===== src/rtl/emi_pkg.sv =====
package emi_pkg;

  typedef enum logic [1:0] {
    MODE_B8      = 2'd0,
    MODE_H16     = 2'd1,
    MODE_W32     = 2'd2,
    MODE_W32_INC = 2'd3
  } emi_mode_e;

  localparam logic [3:0] OFS_H2C     = 4'h0;
  localparam logic [3:0] OFS_C2H     = 4'h1;
  localparam logic [3:0] OFS_ADDR_LO = 4'h2;
  localparam logic [3:0] OFS_ADDR_HI = 4'h3;
  localparam logic [3:0] OFS_SRC_LO  = 4'h8;
  localparam logic [3:0] OFS_SRC_HI  = 4'h9;
  localparam logic [3:0] OFS_MSK_LO  = 4'hA;
  localparam logic [3:0] OFS_MSK_HI  = 4'hB;

  // Byte lanes of the memory word written when window lane `lane` is written.
  function automatic logic [3:0] commit_lanes(emi_mode_e mode, logic [1:0] lane);
    logic [3:0] m;
    m = 4'b0000;
    case (mode)
      MODE_B8:  m = 4'b0001 << lane;
      MODE_H16: m = lane[0] ? (lane[1] ? 4'b1100 : 4'b0011) : 4'b0000;
      default:  m = (lane == 2'd3) ? 4'b1111 : 4'b0000;
    endcase
    return m;
  endfunction

  // Next address after an auto-increment step; mode bits are kept.
  function automatic logic [15:0] step_addr(logic [15:0] a);
    return {a[15:2] + 14'd1, a[1:0]};
  endfunction

  // Write-one-to-clear update with a set that wins.
  function automatic logic [15:0] w1c_update(logic [15:0] cur, logic [15:0] clr,
                                             logic [15:0] set);
    return (cur & ~clr) | set;
  endfunction

endpackage


===== src/rtl/emi_regs.sv =====
module emi_regs
  import emi_pkg::*;
(
  input  logic        clk,
  input  logic        rst_n,
  input  logic        wr_en,
  input  logic [3:0]  ofs,
  input  logic [7:0]  wdata,
  input  logic        ctl_mbox_we,
  input  logic [7:0]  ctl_mbox_data,
  input  logic [15:0] ctl_irq_set,
  output logic [7:0]  h2c_q,
  output logic [7:0]  c2h_q,
  output logic [15:0] src_q,
  output logic [15:0] mask_q,
  output logic        irq
);

  logic        c2h_clear_ev;
  logic [15:0] src_clr;
  logic [15:0] src_set;

  assign c2h_clear_ev = wr_en && (ofs == OFS_C2H) && (wdata == c2h_q);
  assign src_clr = !wr_en               ? 16'h0000 :
                   (ofs == OFS_SRC_LO)  ? {8'h00, wdata} :
                   (ofs == OFS_SRC_HI)  ? {wdata, 8'h00} : 16'h0000;
  assign src_set = ctl_irq_set | {15'h0000, ctl_mbox_we};

  always_ff @(posedge clk or negedge rst_n) begin
    if (!rst_n) begin
      h2c_q  <= '0;
      c2h_q  <= '0;
      src_q  <= '0;
      mask_q <= '0;
    end else begin
      if (wr_en && ofs == OFS_H2C) h2c_q <= wdata;
      if (ctl_mbox_we)                       c2h_q <= ctl_mbox_data;
      else if (c2h_clear_ev)                 c2h_q <= '0;
      else if (wr_en && ofs == OFS_C2H)      c2h_q <= wdata;
      src_q <= w1c_update(src_q, src_clr, src_set);
      if (wr_en && ofs == OFS_MSK_LO) mask_q[7:0]  <= wdata;
      if (wr_en && ofs == OFS_MSK_HI) mask_q[15:8] <= wdata;
    end
  end

  assign irq = |(src_q & mask_q);

endmodule


===== src/rtl/emi_mem_port.sv =====
module emi_mem_port
  import emi_pkg::*;
#(
  parameter int MEM_WORDS = 64
) (
  input  logic        clk,
  input  logic        rst_n,
  input  logic        acc_en,
  input  logic        acc_we,
  input  logic [1:0]  lane,
  input  logic [7:0]  wdata,
  input  logic        addr_wr_lo,
  input  logic        addr_wr_hi,
  output logic [15:0] addr_q,
  output logic [7:0]  rdata,
  output logic        commit_ev,
  output logic        bump_ev
);

  localparam int IDX_W = (MEM_WORDS > 1) ? $clog2(MEM_WORDS) : 1;

  logic [31:0]      mem [MEM_WORDS];
  logic [31:0]      hold_q;
  logic [31:0]      snap_q;
  logic [31:0]      merged;
  logic [31:0]      cur_word;
  logic [3:0]       lanes;
  logic [IDX_W-1:0] idx;
  logic             snap_ev;
  emi_mode_e        mode;

  assign mode     = emi_mode_e'(addr_q[1:0]);
  assign idx      = addr_q[IDX_W+1:2];
  assign cur_word = mem[idx];
  assign lanes    = (acc_en && acc_we) ? commit_lanes(mode, lane) : 4'b0000;
  assign commit_ev = |lanes;
  assign bump_ev  = acc_en && (lane == 2'd3) && (mode == MODE_W32_INC);
  assign snap_ev  = acc_en && !acc_we && (lane == 2'd0) && mode[1];

  always_comb begin
    merged = hold_q;
    merged[lane*8 +: 8] = wdata;
  end

  always_comb begin
    if (mode[1] && lane != 2'd0) rdata = snap_q[lane*8 +: 8];
    else                         rdata = cur_word[lane*8 +: 8];
  end

  always_ff @(posedge clk or negedge rst_n) begin
    if (!rst_n) begin
      addr_q <= '0;
      hold_q <= '0;
      snap_q <= '0;
      for (int w = 0; w < MEM_WORDS; w++) mem[w] <= '0;
    end else begin
      if (addr_wr_lo)   addr_q[7:0]  <= wdata;
      if (addr_wr_hi)   addr_q[15:8] <= wdata;
      if (bump_ev)      addr_q       <= step_addr(addr_q);
      if (acc_en && acc_we) hold_q[lane*8 +: 8] <= wdata;
      if (snap_ev)      snap_q <= cur_word;
      for (int b = 0; b < 4; b++)
        if (lanes[b]) mem[idx][b*8 +: 8] <= merged[b*8 +: 8];
    end
  end

endmodule


===== src/rtl/emi_window.sv =====
module emi_window
  import emi_pkg::*;
#(
  parameter int MEM_WORDS = 64
) (
  input  logic        clk,
  input  logic        rst_n,
  input  logic        host_cs,
  input  logic        host_we,
  input  logic [3:0]  host_ofs,
  input  logic [7:0]  host_wdata,
  output logic [7:0]  host_rdata,
  output logic        host_irq,
  input  logic        ctl_mbox_we,
  input  logic [7:0]  ctl_mbox_data,
  input  logic [15:0] ctl_irq_set,
  output logic [7:0]  ctl_h2c_mbox
);

  logic        wr_en;
  logic        win_hit;
  logic [7:0]  h2c_q;
  logic [7:0]  c2h_q;
  logic [15:0] src_q;
  logic [15:0] mask_q;
  logic [15:0] addr_q;
  logic [7:0]  win_rdata;
  logic        commit_ev;
  logic        bump_ev;

  assign wr_en   = host_cs && host_we;
  assign win_hit = host_cs && (host_ofs[3:2] == 2'b01);

  emi_regs u_regs (
    .clk           (clk),
    .rst_n         (rst_n),
    .wr_en         (wr_en),
    .ofs           (host_ofs),
    .wdata         (host_wdata),
    .ctl_mbox_we   (ctl_mbox_we),
    .ctl_mbox_data (ctl_mbox_data),
    .ctl_irq_set   (ctl_irq_set),
    .h2c_q         (h2c_q),
    .c2h_q         (c2h_q),
    .src_q         (src_q),
    .mask_q        (mask_q),
    .irq           (host_irq)
  );

  emi_mem_port #(.MEM_WORDS(MEM_WORDS)) u_mem (
    .clk        (clk),
    .rst_n      (rst_n),
    .acc_en     (win_hit),
    .acc_we     (host_we),
    .lane       (host_ofs[1:0]),
    .wdata      (host_wdata),
    .addr_wr_lo (wr_en && host_ofs == OFS_ADDR_LO),
    .addr_wr_hi (wr_en && host_ofs == OFS_ADDR_HI),
    .addr_q     (addr_q),
    .rdata      (win_rdata),
    .commit_ev  (commit_ev),
    .bump_ev    (bump_ev)
  );

  always_comb begin
    case (host_ofs)
      OFS_H2C:              host_rdata = h2c_q;
      OFS_C2H:              host_rdata = c2h_q;
      OFS_ADDR_LO:          host_rdata = addr_q[7:0];
      OFS_ADDR_HI:          host_rdata = addr_q[15:8];
      4'h4, 4'h5, 4'h6, 4'h7: host_rdata = win_rdata;
      OFS_SRC_LO:           host_rdata = src_q[7:0];
      OFS_SRC_HI:           host_rdata = src_q[15:8];
      OFS_MSK_LO:           host_rdata = mask_q[7:0];
      OFS_MSK_HI:           host_rdata = mask_q[15:8];
      default:              host_rdata = 8'h00;
    endcase
  end

  assign ctl_h2c_mbox = h2c_q;

endmodule


===== config.mk =====
export PLATFORM = sky130hd
export DESIGN_NAME = emi_window
export DESIGN_NICKNAME = d
export VERILOG_FILES = /design/src/rtl/emi_pkg.sv /design/src/rtl/emi_regs.sv /design/src/rtl/emi_mem_port.sv /design/src/rtl/emi_window.sv
export SDC_FILE = /design/constraint.sdc
export NUM_CORES = 2
export LEC_CHECK = 0
export ABC_AREA = 1
export ABC_CLOCK_PERIOD_IN_PS = 6700
export BUFFER_PORTS_ARGS = -buffer_cell sky130_fd_sc_hd__buf_2
export CORE_UTILIZATION = 29
export CTS_CLUSTER_SIZE = 12
export DETAILED_ROUTE_END_ITERATION = 16
export GPL_TIMING_DRIVEN = 0
export PLACE_DENSITY = 0.48
export REMOVE_ABC_BUFFERS = 1
export SETUP_SLACK_MARGIN = 0.02
export SLEW_MARGIN = 10
export SYNTH_ARGS = -nofsm -noshare
export SYNTH_HDL_FRONTEND = slang
export SYNTH_SLANG_ARGS = --single-unit

===== constraint.sdc =====
create_clock -name clk -period 6.7 [get_ports clk]
set_input_delay 0.335 -clock clk [delete_from_list [all_inputs] [get_ports clk]]
set_output_delay 0.335 -clock clk [all_outputs]
set_load 0.005 [all_outputs]

==> results.py <==
metrics = {
    "outcome": {
        "status": "completed",
    },
    "flow_run": {
        "drv_cap": 0,
    },
    "worst_setup_path": {
        "max_stage_delay_ns": 0.52,
        "crit_fanout": 77,
        "r2r-start": "u_mem.addr_q[2]",
        "cp.arrival_ns": 6.24,
        "cp.required_ns": 6.36,
        "setup.worst_path.end_class": "output pin",
        "path_class": "reg2out",
        "start_kind": "flip-flop",
        "crit_top_cell": "buf_16",
        "crit_chain": "buf_16, buf_16, buf_16, buf_16, buf_16, inv_12, buf_16, buf_16, or2_2, nand2_1, nand2_1, o21ai_0, nand2_1, nor2_1, nand3_1, nand2_1, nand3_1, nand3_1, nand2_1, buf_2",
        "rrSetupSlack_ns": 0.82,
        "r2r_end": "u_mem.mem[900]",
        "slowest_stage": "o21ai_0",
        "reg2reg_depth": 13,
    },
    "floorplanning": {
        "dieArea_mm2": 0.3588,
        "die_y_um": 599.0,
        "ioPinCount": 58,
        "coreArea_mm2": 0.3535,
        "start_util_pct": 29.24,
        "fp.dieW_um": 599.0,
        "rows": 218,
    },
    "sta": {
        "whs_ns": 0.06860,
        "finalSetupTns_ns": 0,
        "setup_viol": 0,
        "rsz0062_at_grt": "false",
        "maxSlewHeadroom_pct": 9.876,
        "fin_crit_sh_pct": 98.19,
        "worst_pin_slew_ns": 1.350,
        "maxSlewViolCount": 0,
        "skew_ns": 0.04732,
        "fmax_mhz": 152.0,
        "period_needed_ns": 6.579,
        "finalHoldViolCount": 0,
    },
    "routing": {
        "wl_mm": 352.1,
        "viasPerCell": 4.739,
        "dr.pass1.iters": 6,
        "drc": 0,
        "wl_per_cell_um": 19.60,
        "ant_nets": 0,
        "num_vias": 85130,
        "drt-initial-drc-count": 8807,
    },
    "global_route": {
        "grt_max_degree": 142,
        "grt_pass1_vias": 78690,
        "grt-ovfl-total": 0,
        "antenna_found_initial": 23,
        "grtUsageTotal_pct": 19.37,
        "grt_pass1_wl_mm": 528.7,
    },
    "finish": {
        "layout-drive-gt1-share_pct": 8.405,
        "layout.nets": 13080,
        "fin_cells": 17960,
        "syn2layout_area_growth_pct": 16.24,
        "final_util_pct": 33.99,
        "layout_common_cells": "nand2_1, o21ai_0, dfrtp_1",
        "layout_commonest_cell": "nand2_1",
        "fill_cells": 37620,
    },
    "synthesis": {
        "syn_avg_cell_area_um2": 7.772,
        "yosysUniqueCellTypes": 48,
        "synth_cells": 13300,
        "yosys.area.top_type": "dfrtp_1",
        "yosysTopAreaCellShare_pct": 52.69,
        "synthTopCellsByArea": "dfrtp_1, nand2_1, o21ai_0",
        "async_flop_share_pct": 100.0,
        "synth_edf_count": 0,
        "synth_ff_type": "dfrtp_1",
        "yosysSeqAreaShare_pct": 52.69,
        "yosys_warnings": 0,
        "synth_area_mm2": 0.1034,
        "ys_ff_latch": 2176,
    },
    "place": {
        "dp.cells": 17430,
        "portBuffers": 57,
        "place.gp.congestion": 0.8274,
        "hpwl_mm": 227.9,
    },
    "clocking": {
        "cts_sinks": 2176,
        "cts_root_buf": "clkbuf_16",
        "clkSlewWorstSetupHoldPaths_ns": 0.06,
        "htreeDepth": 5,
        "cts-buffers-inserted": 269,
        "clock_latency_ns": 0.87,
        "cts_tree": "built",
        "cts.path.max_buffers": 4,
    },
    "worst_hold_path": {
        "worstHoldPathType": "in2async",
    },
    "power_and_ir_drop": {
        "p_per_area_mw_per_mm2": 308.8,
        "vdd_drop_max_mv": 0.2075,
        "leakagePower_nw": 55.25,
    },
}
how the worst max path moves through the flow:
| stage | start | end | slack (ns) | cells after the start |
|---|---|---|---|---|
| final | u_mem.addr_q[2] | host_rdata[6] | 0.12 | 20 |
| after global placement | u_mem.addr_q[2] | u_mem.mem[1922] | -149.70 | 7 |
| after global routing | u_mem.addr_q[2] | host_rdata[3] | 0.05 | 20 |
| after detailed placement | u_mem.addr_q[2] | u_mem.mem[899] | 0.07 | 13 |
| after CTS | u_mem.addr_q[2] | host_rdata[2] | 0.02 | 20 |
| after floorplan | u_mem.addr_q[2] | host_rdata[0] | -45.82 | 12 |
per-stage QoR:
step / total power [mW] / instance area (um^2) / worst slack (ns)
2_1_floorplan: 19.70 / 99170 / -45.82
3_3_place_gp: 21.83 / 105400 / -149.70
3_5_place_dp: 22.96 / 110900 / 0.07203
4_1_cts: 37.45 / 120100 / 0.02260
5_1_grt: 38.83 / 120100 / 0.05486
6_report: 37.10 / 120100 / 0.1210
power breakdown:
group,leakage (nW),switching (mW),internal [mW]
clock,4.16,5.79,8.45
combinational,20.9,6.42,2.82
sequential,30.1,0.197,13.4
metal layers:
layer  global-route usage, %  part of all wire [%]
met2                   28.93                    43
met4                   6.221                   3.2
met1                   28.63                    48
met5                       0                     0
met3                   2.753                   5.6
area by class of cell:
class                           instances  area (um^2)  share of cell area [%]
Antenna cell                           13        32.53                 0.02708
Clock buffer                          420         8154                   6.787
Clock inverter                         37        310.3                  0.2583
Inverter                             1191         4498                   3.744
Multi-Input combinational cell       9033        40900                   34.05
Sequential cell                      2176        54460                   45.33
Tap cell                             4730         5918                   4.926
Timing Repair Buffer                  362         5867                   4.883
repair_timing:
action,in CTS,in global routing
gates resized for setup,2,6
setup buffers,3,0
setup endpoints to repair,12,8
endpoints found under the hold margin,173,0
cloned,3,1
hold buffers,60,0
kinds of logic (layout without fill, tap and decap cells):
family	after synthesis	in the layout	share of synthesized area, %
AO/OA/AOI/OAI	2973	2973	15.06
adder cells (fa/ha/maj)	8	8	0.09685
flip-flops	2176	2176	52.69
buffers and inverters	2089	2010	8.378
other	0	13	0
XOR/XNOR	10	10	0.08475
AND/OR/NAND/NOR	6042	6042	23.69
cell usage after synthesis (2+ instances only):
| library cell | count |
|---|---|
| a2111oi_0 | 4 |
| a21oi_1 | 14 |
| a221oi_1 | 4 |
| a22o_1 | 2 |
| a22oi_1 | 8 |
| a31oi_1 | 41 |
| buf_1 | 22 |
| buf_2 | 279 |
| buf_4 | 48 |
| buf_6 | 34 |
| clkbuf_1 | 512 |
| clkbuf_8 | 3 |
| clkinv_1 | 11 |
| dfrtp_1 | 2176 |
| ha_1 | 8 |
| inv_1 | 1171 |
| inv_2 | 8 |
| nand2_1 | 4199 |
| nand2_2 | 6 |
| nand2_4 | 51 |
| nand3_1 | 555 |
| nand4_1 | 13 |
| nor2_1 | 954 |
| nor2_2 | 13 |
| nor2_4 | 3 |
| nor3_1 | 6 |
| nor3_2 | 2 |
| nor4_1 | 3 |
| o2111ai_1 | 7 |
| o211ai_1 | 177 |
| o21ai_0 | 2597 |
| o21ai_1 | 74 |
| o21bai_1 | 9 |
| o221ai_1 | 7 |
| o22ai_1 | 23 |
| or2_2 | 234 |
| xor2_1 | 9 |
state kept, by name (all words and copies together), names as in the netlist:
register	count
u_mem.mem	2048
u_mem.hold_q	32
u_mem.snap_q	32
u_mem.addr_q	16
u_regs.mask_q	16
u_regs.src_q	16
u_regs.c2h_q	8
u_regs.h2c_q	8
critical path, delay by kind of cell (launching register included):
| kind | cells | cell delay [ns] |
|---|---|---|
| simple gates | 10 | 1.66 |
| compound gates | 1 | 0.52 |
| flops | 1 | 0.44 |
| buf+inv | 9 | 2.32 |
Power figures use the tool's default switching activity.
